$ cat config.mk
export PLATFORM = sky130hd
export DESIGN_NAME = supv_reset_gen
export DESIGN_NICKNAME = d
export VERILOG_FILES = /design/src/rtl/supv_pkg.sv /design/src/rtl/supv_sync.sv /design/src/rtl/supv_stretch.sv /design/src/rtl/supv_reset_gen.sv
export SDC_FILE = /design/constraint.sdc
export NUM_CORES = 1
export LEC_CHECK = 0
export BUFFER_PORTS_ARGS = -buffer_cell sky130_fd_sc_hd__buf_4
export CAP_MARGIN = 5
export CORE_MARGIN = 2
export CORE_UTILIZATION = 25
export CTS_CLUSTER_SIZE = 14
export DETAILED_ROUTE_END_ITERATION = 8
export HOLD_SLACK_MARGIN = 0.02
export PLACE_DENSITY_LB_ADDON = 0.2
export SYNTH_ARGS = -nofsm -noshare
export SYNTH_HDL_FRONTEND = slang
export SYNTH_SLANG_ARGS = --single-unit
$ cat constraint.sdc
create_clock -name clk -period 2 [get_ports clk]
set_clock_uncertainty 0.1 [all_clocks]
set_input_delay 0.4 -clock clk [delete_from_list [all_inputs] [get_ports clk]]
set_output_delay 0.4 -clock clk [all_outputs]
set_load 0.01 [all_outputs]
$ cat src/rtl/supv_pkg.sv
package supv_pkg;

  // Stretcher phases: condition present, counting out, released
  typedef enum logic [1:0] {
    ST_HOLD    = 2'b00,
    ST_STRETCH = 2'b01,
    ST_IDLE    = 2'b10
  } stretch_st_e;

  function automatic int pick_width(input bit long_sel, input int short_w, input int long_w);
    return long_sel ? long_w : short_w;
  endfunction

endpackage

$ cat src/rtl/supv_sync.sv
module supv_sync #(
  parameter int              WIDTH   = 1,
  parameter int              STAGES  = 2,
  parameter logic [WIDTH-1:0] RST_VAL = '0
) (
  input  logic             clk,
  input  logic             rst_n,
  input  logic [WIDTH-1:0] d_i,
  output logic [WIDTH-1:0] q_o
);

  logic [STAGES-1:0][WIDTH-1:0] stage_q;
  logic [STAGES-1:0][WIDTH-1:0] stage_d;

  always_comb begin
    stage_d[0] = d_i;
    for (int s = 1; s < STAGES; s++) begin
      stage_d[s] = stage_q[s-1];
    end
  end

  always_ff @(posedge clk or negedge rst_n) begin
    if (!rst_n) begin
      stage_q <= {STAGES{RST_VAL}};
    end else begin
      stage_q <= stage_d;
    end
  end

  assign q_o = stage_q[STAGES-1];

endmodule

$ cat src/rtl/supv_stretch.sv
module supv_stretch
  import supv_pkg::*;
#(
  parameter int PW_TICKS = 50,
  parameter int CW       = $clog2(PW_TICKS + 1)
) (
  input  logic          clk,
  input  logic          rst_n,
  input  logic          tick_i,
  input  logic          cond_i,
  output logic          rst_hi_o,
  output logic          rst_lo_o,
  output logic [CW-1:0] cnt_o
);

  localparam logic [CW-1:0] LAST = CW'(PW_TICKS - 1);

  stretch_st_e   st_q, st_d;
  logic [CW-1:0] cnt_q, cnt_d;
  logic          cnt_en;
  logic          act_d;
  logic          hi_q, lo_q;

  // next-state
  always_comb begin
    st_d   = st_q;
    cnt_d  = cnt_q;
    cnt_en = 1'b0;
    if (cond_i) begin
      st_d   = ST_HOLD;
      cnt_d  = '0;
      cnt_en = 1'b1;
    end else begin
      unique case (st_q)
        ST_HOLD: begin
          st_d   = ST_STRETCH;
          cnt_d  = '0;
          cnt_en = 1'b1;
        end
        ST_STRETCH: begin
          if (tick_i) begin
            cnt_en = 1'b1;
            if (cnt_q == LAST) begin
              st_d  = ST_IDLE;
              cnt_d = '0;
            end else begin
              cnt_d = cnt_q + 1'b1;
            end
          end
        end
        default: begin
          st_d = ST_IDLE;
        end
      endcase
    end
    act_d = (st_d != ST_IDLE);
  end

  // registers
  always_ff @(posedge clk or negedge rst_n) begin
    if (!rst_n) begin
      st_q <= ST_HOLD;
      hi_q <= 1'b1;
      lo_q <= 1'b0;
    end else begin
      st_q <= st_d;
      hi_q <= act_d;
      lo_q <= ~act_d;
    end
  end

  always_ff @(posedge clk or negedge rst_n) begin
    if (!rst_n) begin
      cnt_q <= '0;
    end else if (cnt_en) begin
      cnt_q <= cnt_d;
    end
  end

  assign rst_hi_o = hi_q;
  assign rst_lo_o = lo_q;
  assign cnt_o    = cnt_q;

endmodule

$ cat src/rtl/supv_reset_gen.sv
module supv_reset_gen
  import supv_pkg::*;
#(
  parameter int PULSE_SHORT_TICKS = 50,
  parameter int PULSE_LONG_TICKS  = 200,
  parameter bit LONG_PULSE        = 1'b0,
  parameter int SYNC_STAGES       = 2
) (
  input  logic clk,
  input  logic rst_n,
  input  logic tick_i,
  input  logic vcc_low_i,
  input  logic vcc_below_batt_i,
  input  logic wdog_expire_i,
  input  logic ce_in_n_i,
  output logic reset_n_o,
  output logic reset_o,
  output logic low_line_n_o,
  output logic ce_out_n_o
);

  localparam int PW_TICKS = pick_width(LONG_PULSE, PULSE_SHORT_TICKS, PULSE_LONG_TICKS);
  localparam int CW       = $clog2(PW_TICKS + 1);

  logic          rst_sync_n;
  logic [1:0]    flags_s;
  logic          vcc_low_s;
  logic          below_batt_s;
  logic          any_cond;
  logic [CW-1:0] stretch_cnt;

  // reset: asserted asynchronously, released on the clock
  supv_sync #(.WIDTH(1), .STAGES(2), .RST_VAL(1'b0)) u_rst_sync (
    .clk   (clk),
    .rst_n (rst_n),
    .d_i   (1'b1),
    .q_o   (rst_sync_n)
  );

  // comparator flags: pessimistic reset value (supply treated as low)
  supv_sync #(.WIDTH(2), .STAGES(SYNC_STAGES), .RST_VAL(2'b11)) u_flag_sync (
    .clk   (clk),
    .rst_n (rst_sync_n),
    .d_i   ({vcc_below_batt_i, vcc_low_i}),
    .q_o   (flags_s)
  );

  assign vcc_low_s    = flags_s[0];
  assign below_batt_s = flags_s[1];
  assign any_cond     = vcc_low_s | below_batt_s | wdog_expire_i;

  supv_stretch #(.PW_TICKS(PW_TICKS), .CW(CW)) u_stretch (
    .clk      (clk),
    .rst_n    (rst_sync_n),
    .tick_i   (tick_i),
    .cond_i   (any_cond),
    .rst_hi_o (reset_o),
    .rst_lo_o (reset_n_o),
    .cnt_o    (stretch_cnt)
  );

  assign low_line_n_o = ~vcc_low_s;
  assign ce_out_n_o   = ce_in_n_i | vcc_low_s;

endmodule

# Yosys cells after proc, flatten, opt, wreduce, memory -nomap -nowiden
# Index checks and enable logic that the tools add are counted.
[word_totals] ff_bits=16 inputBits=7 output_inout_bits=4 word_cells=32
[classes] add_sub_neg=1 eq_ne=4 n_mux=11 bitwise=5 reduce_logical=3
[ops] op="6-bit 2-to-1 mux" count=3
[ops] op="6-bit one-hot mux with 2 select lines" count=1
[ops] op="6-bit by 1-bit adder with 6-bit output (second input constant)" count=1
[ops] op="6-bit equality test (second input constant)" count=1
[ops] op="2-bit 2-to-1 mux" count=3
[ops] op="2-bit one-hot mux with 2 select lines" count=1
[ops] op="3-bit inequality test (second input constant)" count=1
[ops] op="1-bit OR" count=3
[ops] op="3-bit AND reduction" count=1
[ops] op="3-bit nonzero test" count=1
[ops] op="2-bit by 1-bit equality test with 1-bit output (second input constant)" count=1
[ops] op="2-bit zero test" count=1
[ops] op="1-bit 2-to-1 mux" count=2
[ops] op="2-bit inequality test (second input constant)" count=1
[ops] op="1-bit inverter" count=2
[ops] op="1-bit one-hot mux with 2 select lines" count=1

# Depth between registers and ports, before layout
[depth] ltp_word=7 depth_mapped=6 depth_no_buf=6

# Modules after synthesis
# Synthesis repeated with hierarchy kept, for this count alone.
[unflattened] hier_cells=60 area_unflattened_um2=665.6
[modules_own_cells] module="supv_stretch" instances=1 cells_per_inst=50 area_each_um2=490.5 seq_area_each_um2=251.5
[modules_own_cells] module="supv_sync (u_flag_sync)" instances=1 cells_per_inst=4 area_each_um2=105.1 seq_area_each_um2=105.1
[modules_own_cells] module="supv_sync (u_rst_sync)" instances=1 cells_per_inst=2 area_each_um2=50.0 seq_area_each_um2=50.0
[modules_own_cells] module="supv_reset_gen" instances=1 cells_per_inst=4 area_each_um2=20.0 seq_area_each_um2=0.0

# Worst setup path after synthesis
# Ideal clock, no wire load.
[synth_timing] path_kind="register -> register" from="register u_stretch.cnt_q[0] (netlist: u_stretch.cnt_o[0])" to="register u_stretch.lo_q (netlist: u_stretch.rst_lo_o)" setup_ps=120 arrival_time_ps=1192 required_ps=1780 slack_ps=588 path_stages_with_launch=6 n_path_buf=0 period_less_slack_ps=1412 path_cell_list="dfrtp_1 > ha_1 > nand4b_1 > nor2_2 > a31o_2 > and2_2"
[synth_via] elab_chain_len=7
[synth_lines] element="start, declared" line_no="supv_stretch.sv:19" source="logic [CW-1:0] cnt_q, cnt_d;"
[synth_lines] element="start signal, assigned" line_no="supv_stretch.sv:76" source="cnt_q <= cnt_d;"
[synth_lines] element="6-bit equality test" line_no="supv_stretch.sv:43" source="if (cnt_q == LAST) begin"
[synth_lines] element="2-bit 2-to-1 mux" line_no="supv_stretch.sv:43"
[synth_lines] element="2-bit 2-to-1 mux" line_no="supv_stretch.sv:41" source="if (tick_i) begin"
[synth_lines] element="2-bit one-hot mux with 2 select lines" line_no="supv_stretch.sv:34" source="unique case (st_q)"
[synth_lines] element="2-bit 2-to-1 mux" line_no="supv_stretch.sv:29" source="if (cond_i) begin"
[synth_lines] element="2-bit inequality test" line_no="supv_stretch.sv:56" source="act_d = (st_d != ST_IDLE);"
[synth_lines] element="1-bit inverter" line_no="supv_stretch.sv:68" source="lo_q <= ~act_d;"
[synth_lines] element="end signal, assigned" line_no="supv_stretch.sv:68"
[synth_lines] element="end, declared" line_no="supv_stretch.sv:22" source="logic hi_q, lo_q;"
# No other way between the ends.
# A chain may end at the register's enable or synchronous reset.

# Worst setup path in the final report
[layout_timing] from="register u_flag_sync.stage_q (netlist bit u_flag_sync.q_o[0])" to="output ce_out_n_o"
[layout_via] elab_chain_len=1
[layout_lines] element="start, declared" line_no="supv_sync.sv:12" source="logic [STAGES-1:0][WIDTH-1:0] stage_q;"
[layout_lines] element="start signal, assigned" line_no="supv_sync.sv:24" source="stage_q <= {STAGES{RST_VAL}};"
[layout_lines] element="start signal, assigned" line_no="supv_sync.sv:26" source="stage_q <= stage_d;"
[layout_lines] element="1-bit OR" line_no="supv_reset_gen.sv:63" source="assign ce_out_n_o = ce_in_n_i | vcc_low_s;"
[layout_lines] element="end, declared" line_no="supv_reset_gen.sv:19" source="output logic ce_out_n_o"
# No other way between the ends.

==> summary.txt <==
STA
  • Final setup viols: 0
  • Final Hold Fails: 0
  • RSZ-0062 raised after global routing: no
  • Tcrit/Tclk final: 80.6%
  • Relative slew slack: 63.3%
  • FMAX: between 600 and 700 MHz
  • Actual slew at the worst max-slew pin: roughly 550 ps
  • Slew Viols, Final: 0
  • Hold_ws: between 100 and 150 ps
  • Period minus WS final: around 1600 ps
  • Setup TNS: 0 ps

Drt
  • DRT antenna net count: 0
  • WL per Instance: 11.0 um
  • DRC: 0
  • Detailed Routing Iterations Pass 1: 4
  • Initial DRC count: 12
  • Via count: 502
  • Routed WL: ~1200 um
  • Average vias per placed instance: 4.74

Yosys
  • Mapped Avg Cell Area: approximately 12 um2
  • Synth Flop Type: dfrtp_1
  • Synth top area share: a little under 40%
  • Yosys cell types: 31
  • Synth area leader: dfrtp_1
  • Mapped cell area: approximately 710 um2
  • Yosys reg bits: 16
  • Synth Warn #: 0
  • Fraction of registers with async set/reset: 100%
  • Post-Synthesis Cells: 60
  • Post-Syn Nets: between 60 and 70
  • Synth top area cells: dfrtp_1 39%, dfstp_2 19%, o21ai_2 3.7%, ha_1 3.5%, nand2_1 3.2%
  • Sequential-to-total area share from yosys stat: a little under three fifths
  • EDFF count, synth: 0

GRT
  • First-pass GRT wire length: slightly below 2000 um
  • GRT met3 Usage: 1.36%
  • Vias in the first global route: about 470
  • Pin count of the biggest net entering global routing: 15
  • GRT Total Usage: between 7 and 8%
  • M1 GR Usage: between 10% and 20%
  • Most used routing layer in global routing: met2
  • Remaining Overflow, GRT: 0
  • Met2 Track Usage GR: a little under an eighth
  • Initial antenna violation count: 0

Clocking
  • Clk sink count: 16
  • CTS clk-pin slew, worst paths: approximately 90 ps
  • H-tree lvl count: 1
  • CTS tree: built
  • CTS buffer count: 3
  • Clock latency on the worst-skew pair: around 280 ps
  • CTS root buf: clkbuf_4
  • Worst-case clock buffer depth: 2

Setup path
  • CP peak stage delay: 400 ps
  • Worst path bufs/invs: 1
  • Critical path fanouts, max: 4
  • CP Capture Type: output pin
  • Worst Path Arrival: between 1000 and 1500 ps
  • CP top delay family: flip-flops
  • Kind of critical path: reg -> out
  • Critical path required time: approximately 1500 ps
  • Crit path cell chain: or2_2 -> buf_4
  • Critical-path top delay cell: dfstp_2
  • Worst Setup Start Kind: register

Floorplanning
  • Ports: 11
  • Die Area: between 0.003 and 0.004 mm2
  • Total core area: ~0.0027 mm2
  • DIE WIDTH: approximately 57 um
  • Starting Density: roughly 26%
  • Chip height: 57.3 um
  • Cell Rows: 19

Power
  • Power per cell area: approximately 670 mW/mm2
  • Leakage Power: around 0.39 nW
  • Max IR drop VDD: 0.385 mV

Layout
  • Area delta synth->final: 22.6%
  • Ratio of cells with drive above 1 in the final layout: 41.3%
  • Area of the multi-input gates: between 200 and 300 um2
  • Final #Nets: 85
  • Ant diodes: 0
  • Fillers: 267
  • Register area: 407 um2
  • Non-Filler Instances: about 110

Status
  • Status: complete, no violations

Min path
  • Hold Path Class: in -> reg

Run
  • Max Cap Viol: 0

Place
  • Final RePlAce weighted congestion: 0.753
  • Port Buffer Count: 10
  • Post-DP HPWL: 873 um
  • # placed instances: 101
final timing paths:
| path | start | to | slack (ps) | depth (start not counted) |
|---|---|---|---|---|
| setup / recovery | u_flag_sync.q_o[0] | ce_out_n_o | 390 | 2 |
| hold / removal | vcc_low_i | u_flag_sync.stage_d[2] | 120 | 1 |
| setup reg to reg | u_stretch.cnt_o[0] | u_stretch.rst_lo_o | 490 | 5 |
| min in group asynchronous | u_rst_sync.q_o | u_stretch.cnt_o[2] | 130 | 0 |
| hold reg to reg | u_rst_sync.q_o | u_stretch.cnt_o[2] | 130 | 0 |
| max in group asynchronous | u_rst_sync.q_o | u_stretch.rst_hi_o | 1300 | 0 |
worst reg2reg max path: stages (launching register included):
cell,delay (ps)
dfrtp_1,460
ha_1,230
nand4b_1,100
nor2_2,60
a31o_2,270
and2_2,190
cells in the mapped netlist, types with 2 or more instances:
cell	number
inv_1	2
nor2b_1	2
nand3_1	2
and2_2	2
dfrtp_1	11
dfstp_2	5
ha_1	2
a211o_1	2
o21ai_2	3
nor3_1	3
nand2_1	6
cell families (layout without fill, tap and decap cells):
family	count (synthesis)	count (layout)	synth area share, %
other	1	1	0.529
buffers and inverters	2	17	1.06
AND/OR/NAND/NOR	28	28	25.4
AO/OA/AOI/OAI	11	11	12.2
flip-flops	16	16	57.3
adder cells (fa/ha/maj)	2	2	3.53
where the power goes:
part	switching, W	total [W]	internal, W	leakage [nW]
logic	0.0000102	0.0000257	0.0000155	0.165
registers	0.00000961	0.000343	0.000334	0.201
clock network	0.0000987	0.000209	0.000111	0.0210
total	0.000118	0.000578	0.000460	0.387
sequential cells by signal, summed over array words and instances (netlist names):
register and cells:
u_flag_sync.q_o 2, u_stretch.cnt_o 6, u_stretch.rst_lo_o 1, u_flag_sync.stage_d 2
u_stretch.rst_hi_o 1, u_rst_sync.stage_d 1, u_stretch.st_q 2, u_rst_sync.q_o 1
layout make-up:
class | instances | area share [%]
multi-input combinational | 42 | 34.0
sequential | 16 | 46.8
tap | 31 | 4.46
inverter | 2 | 0.863
timing repair buffer | 11 | 9.78
clock buffer | 4 | 4.17
metal layers:
metal	vias to the layer above	share of wire (%)
li1	242	-
met1	244	46
met2	14	48
met3	2	5.6
met4	0	1.0
met5	-	0
layout by cell type (no fill, tap or decap), types with 2 or more instances in the layout:
master	count
a211o_1	2
and2_2	2
buf_4	10
clkbuf_4	3
dfrtp_1	11
dfstp_2	5
ha_1	2
inv_1	2
nand2_1	6
nand3_1	2
nor2b_1	2
nor3_1	3
o21ai_2	3
through the flow:
| step | util (%) | instance area [um2] | power, W | setup slack [ps] |
|---|---|---|---|---|
| 2_1_floorplan | - | 709 | 0.000356 | 588 |
| 5_1_grt | 31.8 | 870 | 0.000609 | 336 |
| 3_3_place_gp | 30.1 | 823 | 0.000374 | 491 |
| 4_1_cts | 31.8 | 870 | 0.000592 | 366 |
| 6_report | 31.8 | 870 | 0.000578 | 388 |
| 3_5_place_dp | 30.1 | 823 | 0.000375 | 486 |
timing repair:
action | in CTS | in global routing
setup endpoints to repair | 0 | 0
hold buffers | 1 | 0
gates resized for setup | 0 | 0
endpoints found under the hold margin | 2 | 0
setup buffers | 0 | 0
Note: power is estimated with default switching activity, not from simulation.
